$ cat src/rtl/audio_clkgen_pkg.sv
package audio_clkgen_pkg;
  localparam int LOG_W = 4;
  typedef logic [LOG_W-1:0] log_t;

  // log2 of master cycles per frame for a ratio code
  function automatic log_t frame_log2(input logic [1:0] code);
    case (code)
      2'b01:   frame_log2 = log_t'(10);
      2'b10:   frame_log2 = log_t'(9);
      default: frame_log2 = log_t'(8);
    endcase
  endfunction

  function automatic logic bck_code_ok(input logic [1:0] code);
    bck_code_ok = (code == 2'b01) || (code == 2'b10);
  endfunction

  // log2 of bit clocks per frame
  function automatic log_t bck_log2(input logic [1:0] code);
    bck_log2 = (code == 2'b01) ? log_t'(5) : log_t'(6);
  endfunction
endpackage

$ cat src/rtl/clkgen_cfg.sv
module clkgen_cfg
  import audio_clkgen_pkg::*;
(
  input  logic       clk,
  input  logic       rst,
  input  logic       pwr,
  input  logic [1:0] fs_sel,
  input  logic [1:0] bck_sel,
  output logic       restart,
  output log_t       frame_lg,
  output log_t       half_lg,
  output logic       cfg_bad
);
  logic [1:0] fs_q;
  logic [1:0] bck_q;
  logic       changed;
  logic       code_ok;

  always_ff @(posedge clk) begin
    if (rst) begin
      fs_q    <= 2'b00;
      bck_q   <= 2'b01;
      cfg_bad <= 1'b0;
    end else begin
      fs_q    <= fs_sel;
      bck_q   <= bck_sel;
      cfg_bad <= !bck_code_ok(bck_sel);
    end
  end

  always_comb begin
    code_ok  = bck_code_ok(bck_sel);
    changed  = (fs_sel != fs_q) || (bck_sel != bck_q);
    // powered down, reconfigured or reserved: divider parks at zero
    restart  = !pwr || changed || !code_ok;
    frame_lg = frame_log2(fs_sel);
    half_lg  = frame_lg - bck_log2(bck_sel) - log_t'(1);
  end

  // a code that differs from the last sampled one always restarts
  p_change_restarts_r7: assert property (@(posedge clk) disable iff (rst)
    (fs_sel != fs_q) |-> restart);
endmodule

$ cat src/rtl/clkgen_phase.sv
module clkgen_phase
  import audio_clkgen_pkg::*;
#(
  parameter int CNT_W = 10
) (
  input  logic             clk,
  input  logic             rst,
  input  logic             clr,
  input  log_t             frame_lg,
  output logic [CNT_W-1:0] cnt
);
  logic [CNT_W-1:0] wrap_mask;

  always_comb wrap_mask = (CNT_W'(1) << frame_lg) - CNT_W'(1);

  always_ff @(posedge clk) begin
    if (rst || clr) cnt <= '0;
    else            cnt <= (cnt + CNT_W'(1)) & wrap_mask;
  end

  // a cleared divider restarts from phase zero
  p_clear_zero_r7: assert property (@(posedge clk) disable iff (rst)
    clr |=> (cnt == '0));
endmodule

$ cat src/rtl/clkgen_shape.sv
module clkgen_shape
  import audio_clkgen_pkg::*;
#(
  parameter int CNT_W = 10
) (
  input  logic             clk,
  input  logic             rst,
  input  logic             clr,
  input  logic [CNT_W-1:0] cnt,
  input  log_t             frame_lg,
  input  log_t             half_lg,
  output logic             bclk,
  output logic             lrck
);
  log_t lr_idx;

  always_comb lr_idx = frame_lg - log_t'(1);

  always_ff @(posedge clk) begin
    if (rst || clr) begin
      bclk <= 1'b0;
      lrck <= 1'b0;
    end else begin
      bclk <= cnt[half_lg];
      lrck <= cnt[lr_idx];
    end
  end

  // the frame clock rises only together with a bit-clock fall
  p_lrck_on_fall_r5: assert property (@(posedge clk) disable iff (rst)
    $rose(lrck) |-> $fell(bclk));
endmodule

$ cat src/rtl/audio_clkgen.sv
module audio_clkgen
  import audio_clkgen_pkg::*;
#(
  parameter int CNT_W = 10
) (
  input  logic       clk,
  input  logic       rst,
  input  logic       pwr_en_a,
  input  logic       pwr_en_b,
  input  logic [1:0] fs_sel,
  input  logic [1:0] bck_sel,
  output logic       bclk,
  output logic       lrck,
  output logic       cfg_bad
);
  logic             pwr;
  logic             restart;
  log_t             frame_lg;
  log_t             half_lg;
  logic [CNT_W-1:0] cnt;

  always_comb pwr = pwr_en_a || pwr_en_b;

  clkgen_cfg u_cfg (
    .clk(clk), .rst(rst), .pwr(pwr), .fs_sel(fs_sel), .bck_sel(bck_sel),
    .restart(restart), .frame_lg(frame_lg), .half_lg(half_lg), .cfg_bad(cfg_bad)
  );

  clkgen_phase #(.CNT_W(CNT_W)) u_phase (
    .clk(clk), .rst(rst), .clr(restart), .frame_lg(frame_lg), .cnt(cnt)
  );

  clkgen_shape #(.CNT_W(CNT_W)) u_shape (
    .clk(clk), .rst(rst), .clr(restart), .cnt(cnt), .frame_lg(frame_lg),
    .half_lg(half_lg), .bclk(bclk), .lrck(lrck)
  );

  // a flagged configuration leaves both clocks quiet
  p_reserved_quiet_r6: assert property (@(posedge clk) disable iff (rst)
    cfg_bad |-> (!bclk && !lrck));

  // powered down means both clocks low one edge later
  p_off_quiet_r8: assert property (@(posedge clk) disable iff (rst)
    (!pwr_en_a && !pwr_en_b) |=> (!bclk && !lrck));

  // outputs low after a reset edge
  p_reset_low_r1: assert property (@(posedge clk)
    rst |=> (!bclk && !lrck && !cfg_bad));
endmodule

$ cat config.mk
export PLATFORM = sky130hd
export DESIGN_NAME = audio_clkgen
export DESIGN_NICKNAME = d
export VERILOG_FILES = /design/src/rtl/audio_clkgen_pkg.sv /design/src/rtl/clkgen_cfg.sv /design/src/rtl/clkgen_phase.sv /design/src/rtl/clkgen_shape.sv /design/src/rtl/audio_clkgen.sv
export SDC_FILE = /design/constraint.sdc
export NUM_CORES = 1
export LEC_CHECK = 0
export ABC_AREA = 1
export BUFFER_PORTS_ARGS = -buffer_cell sky130_fd_sc_hd__buf_2
export CAP_MARGIN = 5
export CORE_UTILIZATION = 50
export DETAILED_ROUTE_END_ITERATION = 16
export PLACE_DENSITY_LB_ADDON = 0.05
export SYNTH_ARGS = -nofsm -noshare
export SYNTH_HDL_FRONTEND = slang
export SYNTH_SLANG_ARGS = --single-unit
$ cat constraint.sdc
create_clock -name clk -period 1.9 [get_ports clk]
set_input_delay 0.38 -clock clk [delete_from_list [all_inputs] [get_ports clk]]
set_output_delay 0.38 -clock clk [all_outputs]
set_load 0.005 [all_outputs]
# Word level (Yosys, flattened, before mapping)
# Index checks and enable logic that the tools add are counted.
# W data, S select, Z words.
# totals
regBits	17
input_bits	8
out_inout_bits	3
# classes
n_addsub	5
n_lt_le_gt_ge	2
n_eq_ne	6
shift	1
muxes	6
bitwise_logic	1
reduce_logical	8
# ops
operator	n
$add A10 B1 Y10 const B	1
$and A10 B10 Y10	1
$lt A4 B5 Y1 const B	2
$shl A1 B4 Y10 const A	1
$sub A10 B2 Y10 const B	1
$bmux W1 S4	2
$sub A4 B1 Y4 const B	2
$logic_or A1 B1 Y1	6
$eq A2 B1 Y1 const B	2
$eq A2 B2 Y1 const B	2
$ne A2 B2 Y1	2
$pmux W2 S2	1
$sub A4 B4 Y4	1
$logic_not A1 Y1	2
$mux W1	2
$mux W2	1

# Longest topological paths before layout
# logic_depth
word_depth	6
depth_mapped	11

# Modules after synthesis
# From an unflattened synthesis, not the netlist that was laid out.
# unflattened
hier_cells	221
area_unflattened_um2	1325.0
# by_module_without_submodules
module	instances	cells_per_inst	area_per_inst_um2
clkgen_phase	1	109	673.1
clkgen_shape	1	67	334.1
clkgen_cfg	1	42	306.5
audio_clkgen	1	3	11.3

# Worst setup path before layout
# OpenSTA, ideal clock, no wires.
# synth_path
path_type	input-to-reg
start	input fs_sel[0]
end	register u_shape.bclk
arrival_ns	1.679
required_ns	1.834
slack_ns	0.155
cell_stages	10
n_path_buf	0
cell_sequence	inv_2 ha_1 ha_1 inv_1 fa_1 inv_1 nand3_1 nand2_1 nand2_1 a21oi_2
# synth_between
elab_chain_cells	6
# synth_lines
element	line	rtl
start, declared	audio_clkgen.sv:10	input logic [1:0] fs_sel,
$eq A2 B2 Y1 / $eq A2 B1 Y1 (equally long branches)	audio_clkgen_pkg.sv:7	case (code)
$pmux W2 S2	audio_clkgen_pkg.sv:7	
$sub A4 B4 Y4	clkgen_cfg.sv:37	half_lg = frame_lg - bck_log2(bck_sel) - log_t'(1);
$sub A4 B1 Y4	clkgen_cfg.sv:37	
$bmux W1 S4	clkgen_shape.sv:24	bclk <= cnt[half_lg];
$mux W1 (not written as such)	clkgen_shape.sv:24	
end signal, assigned	clkgen_shape.sv:24	
end, declared	clkgen_shape.sv:12	output logic bclk,
# Several ways; a longest one is shown, not always the timed one. The select of a mux whose other input is x is not followed.
# A chain may end at the register's enable or synchronous reset.

# Final worst setup path
# Same ends and word-level chain as after synthesis.

==> reports/metrics.cfg <==
[yosys]
ys_seq_elements = 17
yosysWarnings = 0
synthFlopType = dfxtp_1
synth_cell_types = 23
syn-cell-area_um2 = 1010
synth_commonest_cells = nand2_1 (34), inv_1 (28), dfxtp_1 (17)
syn_inst = 142
async_flop_share = 0
syn_avg_cell_area_um2 = 7.15
ys_seq_area_frac = 0.335
synth_top_area_share = 0.335
synth_fp_nets = 156
yosys.area.top_type = dfxtp_1
synth.area.top_cells = dfxtp_1 (34%), nand2_1 (13%), inv_1 (10%)
synth_edf_count = 0
synth_most_common_cell = nand2_1

[clock_network]
cts_tree = built
max-clock-path-buffers = 2
cts_root_buf = clkbuf_4
post_cts_resized = 0
cts_hold_buf = 0
cts.reportedPaths.clkPinSlew_ns = 0.10
cts_setup_buffers = 0
htreeDepth = 1
worstSkewPairLatency_ns = 0.29
cts.sinks = 17
tritoncts.num_buffers = 3

[global_routing]
track_usage = 0.202
grt_pass1_wl_mm = 2.99
grt_max_degree = 12
grt_pass1_vias = 774
antenna_found_initial = 0
overflow = 0

[detailed_routing]
antenna_left = 0
wire_per_inst_um = 9.25
drcViolationCount = 0
vias = 841
drt_pre_antenna_iters = 4
viasPerCell = 4.55
drtIter0Drc = 12
wl_mm = 1.71

[cells_and_area]
final-seq-area_um2 = 340
fin_util = 0.631
fill_cells = 174
finalNetCount = 175
antennaDiodeCount = 0
area_delta_synth_final_pct = 13.2
drive_gt1_frac = 0.275
multi_input_area_um2 = 543

[timing]
rsz0062_at_grt = no
fin_tns_setup_ns = 0
tightest_slew_ns = 0.327
setup_violations = 0
skew_ns = 0.00601
fin_crit_ns = 1.62
max_freq_ghz = 0.617
hold_violations = 0
max_slew_margin = 0.782
final.setup.worst_slack_ns = 0.280
final_max_slew_viol_count = 0
hold_ws_ns = 0.310
min_period_over_period = 0.852

[placed_design]
gp_congestion = 0.860
place_ws_ns = -0.0363
io_buffers = 10
hpwl_mm = 1.38

[die]
die_h_um = 47.1
io_pins = 11
rows = 15
start_util = 0.557
die_area_um2 = 2210
core-area_um2 = 1820
die_x_um = 47.1

[worst_setup_path]
crit_chain = buf_2, inv_2, ha_1, ha_1, inv_1, fa_1, inv_1, nand3_1, nand2_1, nand2_1, a21oi_2
cp_data_arrival_time_ns = 1.85
cpMaxStageDelayCell = fa_1
crit_type = primary input to register
cpPeakStageDelay_ns = 0.45
critical_path.max_fanout = 3
timing.critical_path.required_ns = 2.13
cp-start-kind = primary input
end_kind = register

[power_and_ir_drop]
vdd_drop_max_v = 0.000382
power.leakage_nw = 0.524
p_per_area_nw_per_um2 = 577

[flow_run]
maxCapViolCount = 0

[run_status]
status = finished clean

[hold_path]
min_path_type = primary input to register

==> metal layers <==
metal  GRT usage  share of wire  vias up
met2       0.319           0.44       10
met1       0.254           0.52      363
met5           0              0        -
li1            -              -      464
met4       0.126          0.019        0
met3      0.0346          0.022        4
==> worst max-delay path: cells and delay by family <==
kind | cells | cell delay, ns
fa+ha+maj | 3 | 0.86
simple gates | 3 | 0.20
compound gates | 1 | 0.12
buf+inv | 4 | 0.29
==> logic make-up after synthesis <==
| logic type | synth area share |
|---|---|
| fa+ha+maj | 0.0814 |
| flops | 0.335 |
| compound gates | 0.0703 |
| xor+xnor | 0.0345 |
| buf+inv | 0.129 |
| simple gates | 0.349 |
==> area by class of cell <==
cell class,instances,area share
Clock buffer,4,0.0229
Inverter,32,0.105
Tap cell,25,0.0272
Timing Repair Buffer,15,0.0763
Multi-Input combinational cell,92,0.473
Sequential cell,17,0.296
==> path summary, 6_finish.rpt <==
kind	startpoint	to	slack [ns]	depth (start not counted)
setup / recovery	fs_sel[0]	u_shape.bclk$_SDFF_PP0_	0.28	11
hold / removal	bck_sel[0]	u_cfg.bck_q[0]$_SDFF_PP1_	0.31	2
setup reg to reg	u_phase.cnt[0]$_SDFF_PP0_	u_phase.cnt[8]$_SDFF_PP0_	0.66	8
hold reg to reg	u_phase.cnt[3]$_SDFF_PP0_	u_phase.cnt[3]$_SDFF_PP0_	0.49	2
==> through the flow <==
stage                     area (um2)  power [mW]  std cells
final                           1150       0.663        185
after global routing            1150       0.706        185
after CTS                       1150       0.680        185
after detailed placement        1120       0.476        181
after global placement          1120       0.473        181
after floorplan                 1010       0.443        142
==> placed cells by master, fill, tap and decap left out, types with 4 or more instances in the layout <==
cell / count
nand2_1: 34
buf_4: 5
a21oi_2: 4
ha_1: 5
nor2_2: 5
nor2_4: 4
buf_2: 10
dfxtp_1: 17
nand2_2: 6
inv_2: 4
nand3_1: 8
nor2_1: 10
inv_1: 28
==> where the power goes <==
part           leakage (nW)  internal [mW]  switching, mW
logic                 0.371         0.0435         0.0577
registers             0.138          0.363        0.00361
clock network        0.0150         0.0818          0.113
==> sequential cells by signal, indices dropped and copies added (netlist names) <==
name and cells:
u_shape.lrck 1, u_shape.bclk 1, u_phase.cnt 10, u_cfg.cfg_bad 1
u_cfg.bck_q 2, u_cfg.fs_q 2
Note: power is estimated with default switching activity, not from simulation.
